--- src/rtl/csc_pkg.sv ---
package csc_pkg;
  typedef enum logic [1:0] {
    ST_IDLE  = 2'd0,
    ST_FLUSH = 2'd1,
    ST_ACK   = 2'd2
  } csc_state_e;
endpackage

--- src/rtl/csc_res_timer.sv ---
module csc_res_timer #(
  parameter int TMR_W = 16
) (
  input  logic             clk_i,
  input  logic             rst_ni,
  input  logic             clr_i,
  input  logic             active_i,
  input  logic [TMR_W-1:0] limit_i,
  output logic             expired_o
);
  logic [TMR_W-1:0] cnt_q;

  always_ff @(posedge clk_i or negedge rst_ni) begin
    if (!rst_ni)                        cnt_q <= '0;
    else if (clr_i)                     cnt_q <= '0;
    else if (active_i && cnt_q < limit_i) cnt_q <= cnt_q + 1'b1;
  end

  assign expired_o = (cnt_q >= limit_i);


  idle_hold_chk: assert property (@(posedge clk_i) disable iff (!rst_ni)
    (!clr_i && !active_i) |=> (!$stable(limit_i) || $stable(expired_o)));
endmodule

--- src/rtl/csc_way_sel.sv ---
module csc_way_sel #(
  parameter int NUM_WAYS = 8,
  parameter int CW       = $clog2(NUM_WAYS + 1)
) (
  input  logic [CW-1:0]       dis_cnt_i,
  input  logic [CW-1:0]       pend_cnt_i,
  input  logic [CW-1:0]       step_i,
  output logic [CW-1:0]       enabled_o,
  output logic [CW-1:0]       grant_o,
  output logic [NUM_WAYS-1:0] way_dis_o,
  output logic [NUM_WAYS-1:0] sel_ways_o
);
  localparam int XW = CW + 1;
  localparam logic [XW-1:0] NW = XW'(NUM_WAYS);

  logic [CW-1:0] avail;

  assign enabled_o = CW'(NUM_WAYS) - dis_cnt_i;
  assign avail     = (enabled_o == '0) ? '0 : enabled_o - 1'b1;
  assign grant_o   = (step_i < avail) ? step_i : avail;

  for (genvar i = 0; i < NUM_WAYS; i++) begin : g_way
    logic [XW-1:0] s_dis, s_pend;
    assign s_dis         = XW'(i) + XW'(dis_cnt_i);
    assign s_pend        = XW'(i) + XW'(pend_cnt_i);
    assign way_dis_o[i]  = (s_dis >= NW);
    assign sel_ways_o[i] = (s_pend >= NW) && (s_dis < NW);
  end
endmodule

--- src/rtl/cache_shrink_ctrl.sv ---
module cache_shrink_ctrl
  import csc_pkg::*;
#(
  parameter int NUM_WAYS = 8,
  parameter int TMR_W    = 16,
  localparam int CW      = $clog2(NUM_WAYS + 1)
) (
  input  logic                clk_i,
  input  logic                rst_ni,
  input  logic                pkg_active_i,
  input  logic                sleep_req_i,
  output logic                sleep_ack_o,
  input  logic [CW-1:0]       shrink_step_i,
  input  logic [CW-1:0]       thresh_i,
  input  logic [TMR_W-1:0]    res_limit_i,
  input  logic                restore_i,
  output logic                flush_req_o,
  output logic [NUM_WAYS-1:0] flush_ways_o,
  input  logic                flush_done_i,
  output logic [NUM_WAYS-1:0] way_dis_o
);
  csc_state_e          state_q, state_d;
  logic [CW-1:0]       dis_q, dis_d, pend_q, pend_d;
  logic [CW-1:0]       enabled, grant;
  logic [NUM_WAYS-1:0] sel_ways;
  logic                expired, tmr_clr, idle, thresh_hit, shrink_ok;

  assign idle = (state_q == ST_IDLE);
  // accepted entry or restore clears residency
  assign tmr_clr = idle && (restore_i || sleep_req_i);

  csc_res_timer #(.TMR_W(TMR_W)) u_timer (
    .clk_i    (clk_i),
    .rst_ni   (rst_ni),
    .clr_i    (tmr_clr),
    .active_i (pkg_active_i),
    .limit_i  (res_limit_i),
    .expired_o(expired)
  );

  csc_way_sel #(.NUM_WAYS(NUM_WAYS), .CW(CW)) u_sel (
    .dis_cnt_i (dis_q),
    .pend_cnt_i(pend_q),
    .step_i    (shrink_step_i),
    .enabled_o (enabled),
    .grant_o   (grant),
    .way_dis_o (way_dis_o),
    .sel_ways_o(sel_ways)
  );

  assign thresh_hit = (thresh_i == '0) || (enabled > thresh_i);
  assign shrink_ok  = !expired && thresh_hit && (grant != '0);

  always_comb begin
    state_d = state_q;
    dis_d   = dis_q;
    pend_d  = pend_q;
    unique case (state_q)
      ST_IDLE: begin
        if (restore_i) begin
          dis_d  = '0;
          pend_d = '0;
        end else if (sleep_req_i) begin
          pend_d  = shrink_ok ? dis_q + grant : dis_q;
          state_d = shrink_ok ? ST_FLUSH : ST_ACK;
        end
      end
      ST_FLUSH: begin
        if (flush_done_i) begin
          dis_d   = pend_q;
          state_d = ST_ACK;
        end
      end
      ST_ACK:  state_d = ST_IDLE;
      default: state_d = ST_IDLE;
    endcase
  end

  always_ff @(posedge clk_i or negedge rst_ni) begin
    if (!rst_ni) begin
      state_q <= ST_IDLE;
      dis_q   <= '0;
      pend_q  <= '0;
    end else begin
      state_q <= state_d;
      dis_q   <= dis_d;
      pend_q  <= pend_d;
    end
  end

  assign flush_req_o  = (state_q == ST_FLUSH);
  assign flush_ways_o = flush_req_o ? sel_ways : '0;
  assign sleep_ack_o  = (state_q == ST_ACK);


  last_way_chk: assert property (@(posedge clk_i) disable iff (!rst_ni)
    !way_dis_o[0]);


  flush_sel_chk: assert property (@(posedge clk_i) disable iff (!rst_ni)
    flush_req_o |-> (flush_ways_o != '0) && ((flush_ways_o & way_dis_o) == '0));


  flush_hold_chk: assert property (@(posedge clk_i) disable iff (!rst_ni)
    (flush_req_o && !flush_done_i) |=> (flush_req_o && $stable(flush_ways_o)));


  mask_upd_chk: assert property (@(posedge clk_i) disable iff (!rst_ni)
    (way_dis_o != $past(way_dis_o)) |->
      ($past(flush_req_o && flush_done_i) || $past(restore_i)));


  ack_pulse_chk: assert property (@(posedge clk_i) disable iff (!rst_ni)
    sleep_ack_o |=> !sleep_ack_o);


  restore_clr_chk: assert property (@(posedge clk_i) disable iff (!rst_ni)
    (restore_i && !flush_req_o && !sleep_ack_o) |=> (way_dis_o == '0));
endmodule

--- config.mk ---
export PLATFORM = sky130hd
export DESIGN_NAME = cache_shrink_ctrl
export DESIGN_NICKNAME = d
export VERILOG_FILES = /design/src/rtl/csc_pkg.sv /design/src/rtl/csc_res_timer.sv /design/src/rtl/csc_way_sel.sv /design/src/rtl/cache_shrink_ctrl.sv
export SDC_FILE = /design/constraint.sdc
export NUM_CORES = 1
export LEC_CHECK = 0
export ABC_AREA = 1
export CAP_MARGIN = 20
export CORE_ASPECT_RATIO = 0.75
export CORE_UTILIZATION = 50
export CTS_CLUSTER_DIAMETER = 80
export DETAILED_ROUTE_END_ITERATION = 6
export DONT_BUFFER_PORTS = 1
export PLACE_DENSITY = 0.68
export RECOVER_POWER = 100
export SLEW_MARGIN = 25
export SYNTH_ARGS = -nofsm -noshare
export SYNTH_HDL_FRONTEND = slang
export SYNTH_SLANG_ARGS = --single-unit
--- constraint.sdc ---
create_clock -name clk_i -period 3.18 [get_ports clk_i]
set_input_delay 0.477 -clock clk_i [delete_from_list [all_inputs] [get_ports clk_i]]
set_output_delay 0.477 -clock clk_i [all_outputs]
set_load 0.02 [all_outputs]
==> metrics.md <==
| Metric | Value |
|---|---|
| Layout filler cell count | 479 |
| Sort of element at the end of the critical path | flop |
| DRT antenna net count | 0 |
| Syn. warnings | 0 |
| Arr. time, crit path | 3.07 ns |
| Static leakage | 0.001419 uW |
| Effective utilization at floorplan | 52.42% |
| Nets@finish | 450 |
| Critical path destination | pend_q[1] |
| Mean number of vias per cell | 5.476 |
| RSZ-0062 raised after global routing | false |
| Root Buffer | clkbuf_8 |
| Die outline height | 64.42 um |
| Final GP Congestion | 0.8999 |
| Overall overflow remaining after global route | 0 |
| Post-synthesis cell type with the largest combined area | dfrtp_1 |
| Area of the mapped netlist | 2597 um2 |
| Parity-gate share of the synthesized area counting xor and xnor cells | 3.709% |
| Layout area overhead | 10.89% |
| Combined global-route utilization of all metal layers | 23.59% |
| Synthesized net count | 433 |
| Number of stages on the worst hold path | 1 |
| Highest ir drop seen on vdd | 711.5 uV |
| Top cells by instance count after synthesis | nand2_1 (62), inv_1 (58), nand3_1 (36), ha_1 (35), nor2_1 (27) |
| H-tree level count | 1 |
| Max Freq | 0.3444 GHz |
| End-of-flow core utilization | 58.13% |
| Setup TNS after final layout | 0 ns |
| Vias in the first global route | 2245 |
| Top-count cell post-synth | nand2_1 |
| TritonCTS clock tree | built |
| Floorplan core area | 4955 um2 |
| Number of buffers inserted by port buffering | 0 |
| Cell row count | 22 |
| Critical path origin | dis_q[1] |
| Reg2reg start | dis_q[1] |
| Top FF cell, synth | dfrtp_1 |
| Maximum root-to-sink buffer count | 2 |
| Antenna cell count | 0 |
| Cell depth of the worst flop-to-flop path | 18 |
| Fin crit period | 2.904 ns |
| Final count of negative-setup-slack endpoints | 0 |
| TritonCTS Buffers | 3 |
| Ratio of cells with drive above 1 in the final layout | 11.75% |
| Total via count after detailed routing | 2426 |
| Final number of max-transition violations | 0 |
| Worst hold-check path type | in -> reg |
| #FFs+latches synth | 26 |
| Mux contribution to synthesized area | 0% |
| Power density over the cells | 733.7 nW/um2 |
| Status | completed |
| Seq/Total Area, Yosys | 25.05% |
| Clk_skew | 0.006127 ns |
| Biggest fanout along the worst timing path | 4 |
| Register-to-register setup slack | 0.28 ns |
| Worst flop-to-flop path endpoint | pend_q[1] |
| Number of remaining DRC errors | 0 |
| FF+latch area | 650.6 um2 |
| Maximum number of pins on one net before global-route repair | 27 |
| Wire length per cell | 13.70 um |
| Overall die area | 5490 um2 |
| HPWL after detailed placement | 4865 um |
| Worst Max-Slew Pin Slew | 1.406 ns |
| Sink Count | 26 |
| Largest cells by area after synthesis | dfrtp_1 (25%), ha_1 (17%), nand2_1 (9.0%) |
| Proportion of register bits with asynchronous set or reset after synthesis | 100.0% |
| Number of standard cells after synthesis | 367 |
| Hold Vio Cnt, Final | 0 |
| Clk_lat worst skew | 0.27 ns |
| Synthesized area divided by synthesized cell count | 7.078 um2 |
| WL final | 6070 um |
| Number of ports placed on the die boundary | 48 |
| Cell area after placement | 2756 um2 |
| Horizontal die dimension | 85.23 um |
| DRT Pass-1 Iters | 4 |
| Worst slew margin relative to its limit | 6.280% |
| Class of the most critical setup path | reg -> reg |
| Number of flops mapped to enable cells by yosys | 0 |
| MaxCap Viol Count | 0 |
| Distinct cells, synth | 34 |
| Number of antenna violations at the first check in global routing | 0 |
| Adder-cell share of the synthesized area | 17.63% |
| Worst-path clk slew | 0.09 ns |
| Fraction of the cycle the final worst path needs | 91.31% |
| Post-synthesis compound-gate area fraction | 13.20% |
| Crit path launch type | flop |
| Initial detailed-routing violation count | 173 |
| Post-Synth Simple-Gate Area | 30.20% |
| Wire length of the first global-routing pass | 10350 um |
| Area share of the largest cell type after synthesis | 25.05% |
| Cell area after layout | 2880 um2 |
| Multi-input gate area | 1758 um2 |
| Dominant combinational cell family by area after synthesis | simple AND/OR/NAND/NOR gates |
| Req. time, crit path | 3.35 ns |
==> logic make-up after synthesis <==
family / after synthesis
and+or+nand+nor: 163
buffers and inverters: 69
AOI/OAI and AO/OA: 62
adders and majority gates: 36
DFF: 26
xor gates and xnor gates: 11
==> critical path: stages, from the launching register on <==
cell and delay (ns):
dfrtp_1 0.40, inv_2 0.09, ha_4 0.20, or2_4 0.22, o211ai_1 0.17, nand2_1 0.13, ha_4 0.30, nand2_1 0.05
inv_1 0.06, nand2_2 0.07, nand2_2 0.08, nand2_1 0.06, nand2_2 0.10, ha_4 0.13, inv_2 0.04, fa_2 0.53
nand3_2 0.07, nand3_2 0.07, nand2_1 0.04
==> flip-flops by register name, indices dropped and copies added, names as in the netlist <==
register and count:
dis_q 4, pend_q 4, state_q 2, u_timer.cnt_q 16
==> worst min path at each step <==
stage,start,end,slack [ns]
final,flush_done_i,state_q[0],0.32
after global routing,flush_done_i,state_q[0],0.30
after CTS,rst_ni,u_timer.cnt_q[4],0.009
after detailed placement,rst_ni,u_timer.cnt_q[7],0.18
after global placement,rst_ni,u_timer.cnt_q[6],0.18
after floorplan,rst_ni,dis_q[0],0.18
==> timing repair <==
item,in CTS,in global routing
hold endpoints to repair,26,0
gates resized for setup,0,12
setup endpoints to repair,0,3
hold buffers,1,0
buffers inserted,0,3
==> final cells by class <==
cell class / count / share of cell area [%]
repair buffers: 19 / 3.779
multi-input cells: 272 / 61.03
well taps: 60 / 2.606
clock buffers: 4 / 1.911
flip-flops and latches: 26 / 22.59
inverters: 62 / 8.080
==> layer usage <==
layer | vias to the layer above | GRT usage [%] | share of wire (%)
met1 | 1113 | 36.38 | 55
met3 | 4 | 4.713 | 5.7
met2 | 58 | 34.58 | 39
met4 | 0 | 2.754 | 0.44
met5 | - | 0 | 0
li1 | 1251 | - | -
==> cells in the final DEF (no fill, tap or decap), types with 2 or more instances in the layout <==
cell / count
nor2_1: 27
nand2_4: 2
buf_4: 9
nand2_1: 62
nand3_1: 34
xnor2_1: 3
xor2_1: 8
a211oi_1: 3
o21ai_1: 3
nand3b_1: 2
a21oi_1: 23
clkbuf_1: 9
nor4_1: 6
nor2_4: 2
nor3_1: 6
o31ai_1: 6
o21ai_0: 21
inv_1: 56
dfrtp_1: 26
nand4_1: 7
clkbuf_8: 4
nand3_2: 5
ha_4: 4
nand2_2: 7
ha_1: 31
inv_2: 6
==> through the flow <==
stage / total power (uW) / hold WS (ns) / worst slack, ns / instances
finish: 2113 / 0.3198 / 0.2765 / 443
global route: 2311 / 0.3025 / 0.06247 / 443
CTS: 1954 / 0.009104 / 0.07323 / 440
detailed placement: 1725 / 0.1819 / 0.1014 / 435
global placement: 1693 / 0.1820 / 0.1577 / 435
floorplan: 1451 / 0.1814 / 0.05003 / 367
==> power by group <==
part / leakage, uW / internal [uW] / switching, uW
Combinational: 0.00103 / 549 / 928
Clock: 0.0000288 / 111 / 105
Sequential: 0.000356 / 377 / 44.0
Note: power is estimated with default switching activity, not from simulation.
